==> config.mk <==
export PLATFORM = sky130hd
export DESIGN_NAME = swallow_ctr
export DESIGN_NICKNAME = d
export VERILOG_FILES = /design/src/rtl/swallow_pkg.sv /design/src/rtl/swallow_ctl.sv /design/src/rtl/swallow_dp.sv /design/src/rtl/swallow_ctr.sv
export SDC_FILE = /design/constraint.sdc
export NUM_CORES = 1
export LEC_CHECK = 0
export BUFFER_PORTS_ARGS = -buffer_cell sky130_fd_sc_hd__buf_2
export CORE_MARGIN = 4
export CORE_UTILIZATION = 57
export DETAILED_ROUTE_END_ITERATION = 16
export PLACE_DENSITY = 0.86
export SYNTH_ARGS = -nofsm -noshare
export SYNTH_HDL_FRONTEND = slang
export SYNTH_SLANG_ARGS = --single-unit
==> constraint.sdc <==
create_clock -name clk -period 3.27 [get_ports clk]
set_input_delay 0.654 -clock clk [delete_from_list [all_inputs] [get_ports clk]]
set_output_delay 0.654 -clock clk [all_outputs]
set_load 0.02 [all_outputs]
==> src/rtl/swallow_pkg.sv <==
package swallow_pkg;
  // strobes from control to datapath
  typedef struct packed {
    logic load;   // take pending A/M and restart at position 0
    logic step;   // advance one pulse position
    logic idle;   // no cycle loaded yet since reset
  } swCtl_t;
endpackage

==> src/rtl/swallow_ctl.sv <==
module swallow_ctl
  import swallow_pkg::*;
(
  input  logic   clk,
  input  logic   rstN,
  input  logic   resync,
  input  logic   mTerm,
  output swCtl_t ctl
);
  logic startPend;

  always_ff @(posedge clk or negedge rstN) begin
    if (!rstN) startPend <= 1'b1;
    else       startPend <= 1'b0;
  end

  always_comb begin
    ctl.idle = startPend;
    ctl.load = startPend | resync | mTerm;
    ctl.step = ~ctl.load;
  end
endmodule

==> src/rtl/swallow_dp.sv <==
module swallow_dp
  import swallow_pkg::*;
#(
  parameter int A_W   = 7,
  parameter int M_W   = 10,
  parameter int M_MIN = 8
) (
  input  logic           clk,
  input  logic           rstN,
  input  swCtl_t         ctl,
  input  logic [A_W-1:0] pendA,
  input  logic [M_W-1:0] pendM,
  output logic           mTerm,
  output logic           modCtl,
  output logic           vcoStrobe,
  output logic           cfgFault
);
  localparam logic [M_W-1:0] M_ONE = M_W'(1);
  localparam logic [M_W-1:0] M_LIM = M_W'(M_MIN);

  logic [A_W-1:0] aCnt, curA;
  logic [M_W-1:0] mCnt, curM;
  logic [M_W-1:0] curAExt;

  always_ff @(posedge clk or negedge rstN) begin
    if (!rstN) begin
      aCnt <= '0;
      mCnt <= '0;
      curA <= '0;
      curM <= '0;
    end else if (ctl.load) begin
      aCnt <= pendA;
      mCnt <= pendM - M_ONE;   // M of 0 wraps to a full-range cycle
      curA <= pendA;
      curM <= pendM;
    end else if (ctl.step) begin
      mCnt <= mCnt - M_ONE;
      if (aCnt != '0) aCnt <= aCnt - A_W'(1);
    end
  end

  generate
    if (M_W >= A_W) begin : g_ext
      assign curAExt = M_W'(curA);
    end else begin : g_trunc
      assign curAExt = curA[M_W-1:0];
    end
  endgenerate

  assign mTerm     = (mCnt == '0);
  assign modCtl    = ~ctl.idle & (aCnt == '0);
  assign vcoStrobe = ~ctl.idle & mTerm;
  assign cfgFault  = ~ctl.idle & ((curM < M_LIM) | (curM <= curAExt));
endmodule

==> src/rtl/swallow_ctr.sv <==
module swallow_ctr
  import swallow_pkg::*;
#(
  parameter int A_W   = 7,
  parameter int M_W   = 10,
  parameter int M_MIN = 8
) (
  input  logic           clk,
  input  logic           rstN,
  input  logic           resync,
  input  logic [A_W-1:0] pendA,
  input  logic [M_W-1:0] pendM,
  output logic           modCtl,
  output logic           vcoStrobe,
  output logic           cfgFault
);
  swCtl_t ctl;
  logic   mTerm;

  swallow_ctl u_ctl (
    .clk    (clk),
    .rstN   (rstN),
    .resync (resync),
    .mTerm  (mTerm),
    .ctl    (ctl)
  );

  swallow_dp #(.A_W(A_W), .M_W(M_W), .M_MIN(M_MIN)) u_dp (
    .clk       (clk),
    .rstN      (rstN),
    .ctl       (ctl),
    .pendA     (pendA),
    .pendM     (pendM),
    .mTerm     (mTerm),
    .modCtl    (modCtl),
    .vcoStrobe (vcoStrobe),
    .cfgFault  (cfgFault)
  );
endmodule

==> run summary, run 1 <==
• number of CTS-inserted buffers: 5
• area of the core region: 3080 µm²
• library cells used by synthesis: 42
• initial antenna violation count: 0
• share of synthesized area occupied by flip-flops and latches: 0.475
• maximum VDD drop: 0.332 mV
• setup slack of the critical path after layout: 0.582 ns
• critical path type: flop to output pin
• count of hold-fix buffers inserted at cts: 0
• syn_area_per_cell: 9.47 µm²
• residual overflow from global routing: 0
• HPWL reported at the end of detailed placement: 2640 µm
• starting density of the core: 0.600
• quantity of gates resized following cts: 0
• post-route clock period utilization: 0.822
• CP arrival: 2.03 ns
• part of the power in registers: 0.475
• most frequent cells in the layout: nand2_1 (43), dfrtp_1 (34), buf_2 (22)
• Tmin final: 2.69 ns
• maximum clock frequency: 0.372 GHz
• number of instances in the synthesized netlist: 195
• largest cells by area after synthesis: dfrtp_1 (46%), nand2_1 (8.7%), ha_1 (6.1%), o21ai_0 (4.3%), xnor2_1 (2.8%)
• nets@finish: 250
• number of flops mapped to enable cells by yosys: 0
• fin. max-slew vios: 0
• syn nets: 224
• Post-Place Worst Slack: 0.647 ns
• Maximum Capacitance Violations: 0
• switching share of power: 0.265
• Die X-Extent: 64.9 µm
• CTS H-tree lvls: 2
• top-area cell type share of the netlist area: 0.461
• overall via count from detail_route: 1425
• chip height: 64.9 µm
• worst slew pin tran: 0.854 ns
• Die Footprint: 4210 µm²
• pin count of the biggest net entering global routing: 36
• Final Hold Violating Endpoints: 0
• global-route wire length before repair: 6370 µm
• Worst Setup End Kind: output pin
• clock input transition at the sequential cells of the worst setup and hold paths: 0.11 ns
• clk_skew: 0.0137 ns
• most common cell after layout, fill and taps aside: nand2_1
• Final TNS setup: 0 ns
• CTS tree: done
• number of global-route vias before repair: 1426
• status: finished clean
• buffer cell driving the clock tree root: clkbuf_4
• Ys Warns: 0
• count of input and output buffers: 22
• switching pwr: 0.000284 W
• RSZ-0062 raised after global routing: false
• initial DRC count: 112
• count of antenna-violating nets left after detailed routing: 0
• dominant register cell in the synthesized netlist: dfrtp_1
• total track usage: 0.200
• DR DRC count: 0
• detail-routed via count per cell: 5.36
• fraction of registers with async set or reset after synthesis: 1.00
• total power density per cell area: 510 nW/µm²
• DRT Wirelength: 3660 µm
• part of the total power dissipated in combinational logic: 0.160
• worst slew margin relative to its limit: 0.425
• largest area contributor in the synthesized netlist: dfrtp_1
• area added between synthesis and finish: 13.8%
• worst hold path type: primary input to asynchronous set/reset pin
• highest fanout seen on the critical path: 2
• detailed-route wire length per cell: 13.8 µm
• endpoint required time on the critical path: 2.62 ns
• layout cell share with drive strength beyond 1: 0.180
• iteration count of the initial detailed-routing pass: 4
• setup repair bufs after CTS: 0
• relative contribution of the clock network to total power: 0.365
• Num Clock Sinks: 35
• Layout fillers: 253
• gpl congestion: 0.908
• internal power consumption: 0.000787 W
• number of setup violations in the final report: 0
• largest buffer count on any clock path: 2
• flip-flop and latch count after synthesis: 35
• startpoint kind of the worst setup timing path: flop
• # diodes: 0
• power after layout: 0.00107 W
• number of cell rows: 20
• worst skew pair latency: 0.35 ns
• area of the mapped netlist: 1850 µm²
• Top-Level Pins: 23
• standby leakage power: 0.989 nW
[cells in the mapped netlist (3+ instances only)]
library cell,count
nor4_1,3
xnor2_1,6
inv_1,10
xor2_1,5
a22oi_1,3
clkbuf_1,3
o21ai_0,16
nand2_1,43
ha_1,9
nor3_1,5
a21oi_1,7
dfrtp_1,34
nor2_1,9
or3_1,5
[state kept, by name, indices dropped and copies added (netlist names)]
| name | cells |
|---|---|
| u_dp.mCnt | 10 |
| u_dp.aCnt | 7 |
| u_dp.curM | 10 |
| u_dp.curA | 7 |
| u_ctl.startPend | 1 |
[critical path: stages (launching register included)]
cell and delay (ns):
dfrtp_1 0.41, ha_1 0.31, nor2b_1 0.13, o21ai_0 0.16
nand2b_1 0.07, a21oi_1 0.15, o21ai_0 0.10, a31oi_1 0.17
buf_2 0.18
[power groups by stage]
stage          sequential [W]  clock (W)  combinational, W
3_3_place_gp         0.000516          0          0.000166
4_1_cts              0.000508   0.000396          0.000172
5_1_grt              0.000516   0.000418          0.000196
2_1_floorplan        0.000507          0          0.000122
3_5_place_dp         0.000516          0          0.000171
6_report             0.000509   0.000391          0.000171
[per-stage QoR]
| stage | cells | area (µm²) | util | hold WS (ns) |
|---|---|---|---|---|
| global placement | 258 | 2000 | 0.650 | 0.454 |
| detailed placement | 258 | 2000 | 0.650 | 0.460 |
| floorplan | 195 | 1850 | - | 0.358 |
| CTS | 266 | 2100 | 0.683 | 0.391 |
| finish | 266 | 2100 | 0.683 | 0.361 |
| global route | 266 | 2100 | 0.683 | 0.419 |
[layer usage]
layer	global-route usage	routed length, µm
met2	0.303	1640
met4	0.0871	67
met3	0.0659	172
met1	0.261	1780
met5	0	0
[kinds of logic after synthesis]
group / count (synthesis) / share of synthesized area
AOI/OAI and AO/OA: 41 / 0.150
xor gates and xnor gates: 11 / 0.0522
adders and majority gates: 9 / 0.0610
buffers and inverters: 15 / 0.0352
DFF: 35 / 0.475
muxes: 3 / 0.0169
other: 1 / 0.00203
and+or+nand+nor: 80 / 0.208
[final timing paths]
path	from	end	slack, ns	depth (start not counted)
max in group asynchronous	rstN	u_dp.curM[1]	2.42	1
min in group clk	u_dp.curM[7]	u_dp.curM[7]	0.48	2
max	u_dp.curM[1]	cfgFault	0.58	8
max reg2reg	u_dp.mCnt[1]	u_dp.mCnt[8]	0.66	7
min	rstN	u_dp.curM[8]	0.36	1
min reg2reg	u_dp.curM[7]	u_dp.curM[7]	0.48	2
[layout make-up]
cell class	instances	area, µm²	share of cell area
Clock inverter	2	60.1	0.0286
Multi-Input combinational cell	145	905	0.431
Inverter	10	37.5	0.0179
Sequential cell	35	877	0.418
Timing Repair Buffer	24	125	0.0596
Tap cell	44	55.1	0.0262
Clock buffer	6	41.3	0.0197
(Power assumes the default switching activity.)
==> run 2: changes to the inputs <==
- ABC_AREA: default -> 1
- PLACE_DENSITY: 0.86 -> 0.85
- clock period: 3.27 -> 2.7 ns (I/O delays scaled with it)
==> run summary, run 2 <==
• detailed-route wire length per cell: 11.9 µm
• most common cell after layout, fill and taps aside: nand2_1
• CTS tree: done
• clock input transition at the sequential cells of the worst setup and hold paths: 0.11 ns
• fraction of registers with async set or reset after synthesis: 1.00
• highest fanout seen on the critical path: 3
• Final TNS setup: 0 ns
• standby leakage power: 1.17 nW
• residual overflow from global routing: 0
• syn nets: 270
• # diodes: 0
• Post-Place Worst Slack: 0.529 ns
• fin. max-slew vios: 0
• dominant cell by count in the synthesized netlist: nand2_1
• largest area contributor in the synthesized netlist: dfrtp_1
• count of hold-fix buffers inserted at cts: 0
• number of setup violations in the final report: 0
• status: finished clean
• Maximum Capacitance Violations: 0
• Ys Warns: 0
• CP arrival: 1.96 ns
• list of cells traversed by the critical path: inv_1, ha_1, inv_1, nor4_2, nand2_1, or2_1, nor2_1, buf_2
• worst slew margin relative to its limit: 0.484
• Die X-Extent: 66.7 µm
• library cells used by synthesis: 35
• RSZ-0062 raised after global routing: false
• number of instances in the synthesized netlist: 241
• area of the core region: 3340 µm²
• pin count of the biggest net entering global routing: 36
• maximum VDD drop: 0.344 mV
• Die Footprint: 4450 µm²
• Final Non-Filler Cells: 313
• HPWL reported at the end of detailed placement: 2850 µm
• share of synthesized area occupied by flip-flops and latches: 0.446
• Final Hold Violating Endpoints: 0
• iteration count of the initial detailed-routing pass: 5
• total power density per cell area: 561 nW/µm²
• critical path type: flop to output pin
• layout cell share with drive strength beyond 1: 0.199
• count of input and output buffers: 22
• detail-routed via count per cell: 4.89
• number of flops mapped to enable cells by yosys: 0
• maximum cell stage delay along the critical path: 0.39 ns
• chip height: 66.7 µm
• largest cells by area after synthesis: dfrtp_1 (43%), nand2_1 (12%), inv_1 (7.1%), ha_1 (5.7%), o21ai_0 (4.6%)
• DRT Wirelength: 3730 µm
• endpoint required time on the critical path: 2.16 ns
• CTS H-tree lvls: 2
• setup repair bufs after CTS: 0
• worst slew pin tran: 0.775 ns
• gpl congestion: 0.768
• dominant register cell in the synthesized netlist: dfrtp_1
• flip-flop and latch count after synthesis: 35
• nets@finish: 295
• top-area cell type share of the netlist area: 0.433
• overall via count from detail_route: 1530
• worst hold path type: primary input to asynchronous set/reset pin
• initial antenna violation count: 0
• starting density of the core: 0.589
• most frequent cell on the critical path: inv_1
• most frequent cells after synthesis: nand2_1 (61), inv_1 (37), dfrtp_1 (34)
• buffer cell driving the clock tree root: clkbuf_4
• Layout fillers: 306
• largest buffer count on any clock path: 2
• most frequent cells in the layout: nand2_1 (61), inv_1 (37), dfrtp_1 (34)
• total track usage: 0.198
• number of cell rows: 21
• Num Clock Sinks: 35
• clk_skew: 0.0153 ns
• setup slack of the critical path after layout: 0.201 ns
• registers with the most flip-flops: u_dp.curM (10), u_dp.mCnt (10)
• area of the mapped netlist: 1960 µm²
• area added between synthesis and finish: 11.6%
• multi-input logic area: 907 µm²
• placed insts: 305
• startpoint kind of the worst setup timing path: flop
• Worst Setup End Kind: output pin
• area taken by flip-flops and latches: 877 µm²
• syn_area_per_cell: 8.15 µm²
• global-route wire length before repair: 6440 µm
• number of global-route vias before repair: 1471
• worst skew pair latency: 0.35 ns
• slowest CP cell: dfrtp_1
• number of CTS-inserted buffers: 5
• initial DRC count: 136
• DR DRC count: 0
• Top-Level Pins: 23
• Tmin final: 2.50 ns
• post-route clock period utilization: 0.926
• maximum clock frequency: 0.400 GHz
• count of antenna-violating nets left after detailed routing: 0
## run 2: final timing paths
check	startpoint	to	slack [ns]	depth (start not counted)
setup reg to reg	u_dp.mCnt[1]	u_dp.mCnt[4]	0.64	10
hold / removal	rstN	u_dp.curA[2]	0.25	1
setup / recovery	u_dp.aCnt[0]	modCtl	0.20	8
min in group clk	pendA[0]	u_dp.curA[0]	0.40	3
max in group asynchronous	rstN	u_dp.curM[8]	1.94	1
hold reg to reg	u_dp.curA[0]	u_dp.curA[0]	0.49	2
## run 2: logic make-up (layout without fill, tap and decap cells)
family	after synthesis	after routing	synth area share
fa+ha+maj	9	9	0.0573
other cells	1	1	0.00191
compound gates	36	36	0.111
flops	35	35	0.447
xor+xnor	4	4	0.0178
simple gates	112	112	0.271
buf+inv	44	70	0.0949
## run 2: through the flow
| stage | power (W) | hold slack (ns) | instance area [µm²] | utilization |
|---|---|---|---|---|
| 2_1_floorplan | 0.000774 | 0.244 | 1960 | - |
| 3_3_place_gp | 0.000825 | 0.463 | 2100 | 0.629 |
| 3_5_place_dp | 0.000837 | 0.470 | 2100 | 0.629 |
| 4_1_cts | 0.00124 | 0.274 | 2190 | 0.655 |
| 5_1_grt | 0.00130 | 0.315 | 2190 | 0.657 |
| 6_report | 0.00123 | 0.247 | 2190 | 0.657 |
## run 2: layer usage
| metal | vias to the layer above | share of wire | track usage |
|---|---|---|---|
| li1 | 804 | - | - |
| met1 | 695 | 0.43 | 0.236 |
| met2 | 24 | 0.51 | 0.335 |
| met3 | 7 | 0.044 | 0.0590 |
| met4 | 0 | 0.015 | 0.0711 |
| met5 | - | 0 | 0 |
## run 2: critical path: cells and delay by family, from the launching register on
| kind | cells | cell delay (ns) |
|---|---|---|
| adder cells (fa/ha/maj) | 1 | 0.20 |
| AND/OR/NAND/NOR | 4 | 0.67 |
| flip-flops | 1 | 0.39 |
| buffers and inverters | 3 | 0.34 |
## run 2: power by group
part / total [W] / switching (W) / internal, W / leakage (nW)
clock network: 0.000403 / 0.000184 / 0.000219 / 0.0482
registers: 0.000607 / 0.0000317 / 0.000575 / 0.413
logic: 0.000220 / 0.000139 / 0.0000815 / 0.712
## run 2: area by class of cell
cell class                      instances  share of cell area
Clock buffer                            6              0.0234
Clock inverter                          2              0.0160
Inverter                               39              0.0668
Multi-Input combinational cell        162               0.414
Sequential cell                        35               0.400
Tap cell                               46              0.0263
Timing Repair Buffer                   23              0.0537
## run 2: timing repair
action,CTS,global route
setup endpoints to repair,0,1
endpoints found under the hold margin,0,0
resized for setup,0,1
==> run 3: changes to the inputs <==
- BUFFER_PORTS_ARGS: -buffer_cell sky130_fd_sc_hd__buf_2 -> -buffer_cell sky130_fd_sc_hd__clkbuf_2
- CELL_PAD_IN_SITES_DETAIL_PLACEMENT: default -> 1
- CELL_PAD_IN_SITES_GLOBAL_PLACEMENT: default -> 2
- CORE_UTILIZATION: 57 -> 34
- MAX_ROUTING_LAYER: default -> met4
==> run summary, run 3 (same netlist as run 2, synthesis figures left out) <==
• status: finished clean
• RSZ-0062 raised after global routing: false
• most frequent cell on the critical path: inv_1
• Worst Setup End Kind: output pin
• fin. max-slew vios: 0
• power after layout: 0.00122 W
• layout cell share with drive strength beyond 1: 0.194
• residual overflow from global routing: 0
• Final Non-Filler Cells: 340
• most frequent cells in the layout: nand2_1 (61), inv_1 (37), dfrtp_1 (34)
• Top-Level Pins: 23
• setup repair bufs after CTS: 0
• critical path type: flop to output pin
• maximum clock frequency: 0.400 GHz
• Top delay family on crit path: simple AND/OR/NAND/NOR gates
• startpoint kind of the worst setup timing path: flop
• detail-routed via count per cell: 4.64
• highest routing layer actually used: met4
• number of setup violations in the final report: 0
• number of CTS-inserted buffers: 5
• worst slew pin tran: 0.898 ns
• maximum VDD drop: 0.236 mV
• CP arrival: 1.96 ns
• endpoint required time on the critical path: 2.16 ns
• Num Clock Sinks: 35
• Setup crit start: u_dp.aCnt[0]
• maximum cell stage delay along the critical path: 0.38 ns
• pin count of the biggest net entering global routing: 36
• standby leakage power: 1.18 nW
• registers with the most flip-flops: u_dp.curM (10), u_dp.mCnt (10)
• most common cell after layout, fill and taps aside: nand2_1
• Maximum Capacitance Violations: 0
• Final TNS setup: 0 ns
• count of antenna-violating nets left after detailed routing: 0
• slowest CP cell: dfrtp_1
• quantity of gates resized following cts: 0
• # diodes: 0
• number of global-route vias before repair: 1764
• area added between synthesis and finish: 13.6%
• count of hold-fix buffers inserted at cts: 0
• post-route clock period utilization: 0.925
• Die Footprint: 7060 µm²
• DRT Wirelength: 4370 µm
• area of the core region: 5540 µm²
• list of cells traversed by the critical path: inv_1, ha_1, inv_1, nor4_1, nand2_1, or2_1, nor2_1, clkbuf_2
• chip height: 84.0 µm
• gpl congestion: 0.773
• fin util: 0.403
• number of cell rows: 27
• buffer cell driving the clock tree root: clkbuf_8
• HPWL reported at the end of detailed placement: 3530 µm
• overall via count from detail_route: 1579
• iteration count of the initial detailed-routing pass: 4
• routed wl met2: 2190 µm
• worst hold path type: primary input to asynchronous set/reset pin
• worst hold slack across all endpoints: 0.376 ns
• starting density of the core: 0.355
• Tmin final: 2.50 ns
• length of routed wiring on met1: 2000 µm
• worst slew margin relative to its limit: 0.402
• clock input transition at the sequential cells of the worst setup and hold paths: 0.07 ns
• CTS tree: done
• largest buffer count on any clock path: 2
• initial antenna violation count: 0
• metal3 WL: 139 µm
• Die X-Extent: 84.0 µm
• highest fanout seen on the critical path: 3
• worst path buffer plus inverter count: 3
• nets@finish: 296
• clk_skew: 0.00487 ns
• count of input and output buffers: 22
• total power density per cell area: 547 nW/µm²
• total track usage: 0.146
• initial DRC count: 48
• DR DRC count: 0
• global-route wire length before repair: 8090 µm
• detailed-route wire length per cell: 12.9 µm
• Final Hold Violating Endpoints: 0
• start of the worst register-to-register path: u_dp.mCnt[1]
• worst skew pair latency: 0.28 ns
• CTS H-tree lvls: 2
• placed insts: 332
[run 3: changes by cell type in the layout (fill, tap and decap cells not counted), sizes merged]
cell and delta:
buf -21, bufinv -1, clkbuf +23
[run 3: area by class of cell]
cell class | instances | area (µm²)
Tap cell | 72 | 90.1
Inverter | 39 | 146
Timing Repair Buffer | 24 | 125
Sequential cell | 35 | 877
Clock inverter | 1 | 5.00
Clock buffer | 7 | 86.3
Multi-Input combinational cell | 162 | 901
Fill cell | 706 | 3310
[run 3: path summary, 6_finish.rpt]
kind | cells after the start | slack [ns] | endpoint
setup / recovery | 8 | 0.20 | modCtl
hold / removal | 1 | 0.38 | u_dp.curA[3]
setup reg to reg | 11 | 0.62 | u_dp.mCnt[9]
hold reg to reg | 2 | 0.49 | u_dp.aCnt[0]
max in group asynchronous | 1 | 1.77 | u_dp.curM[4]
min in group clk | 3 | 0.48 | u_dp.curM[9]
[run 3: per-layer routing]
layer	global-route usage	up-vias
met5	-	-
met4	0.0351	0
met3	0.0375	5
met2	0.249	18
met1	0.171	753
li1	-	803
[run 3: power breakdown]
part	switching, W	internal [W]
logic	0.000144	0.0000816
registers	0.0000298	0.000576
clock network	0.000183	0.000206
[run 3: through the flow]
| stage | setup WS (ns) | cell area (µm²) |
|---|---|---|
| 2_1_floorplan | 0.635 | 1960 |
| 3_3_place_gp | 0.563 | 2140 |
| 3_5_place_dp | 0.513 | 2140 |
| 4_1_cts | 0.186 | 2230 |
| 5_1_grt | 0.0208 | 2230 |
| 6_report | 0.201 | 2230 |
[run 3: worst register-to-register path: cells and delay by family (launching register included)]
kind / cells / cell delay [ns]
buffers and inverters: 1 / 0.30
AOI/OAI and AO/OA: 2 / 0.51
DFF: 1 / 0.38
and+or+nand+nor: 8 / 0.79
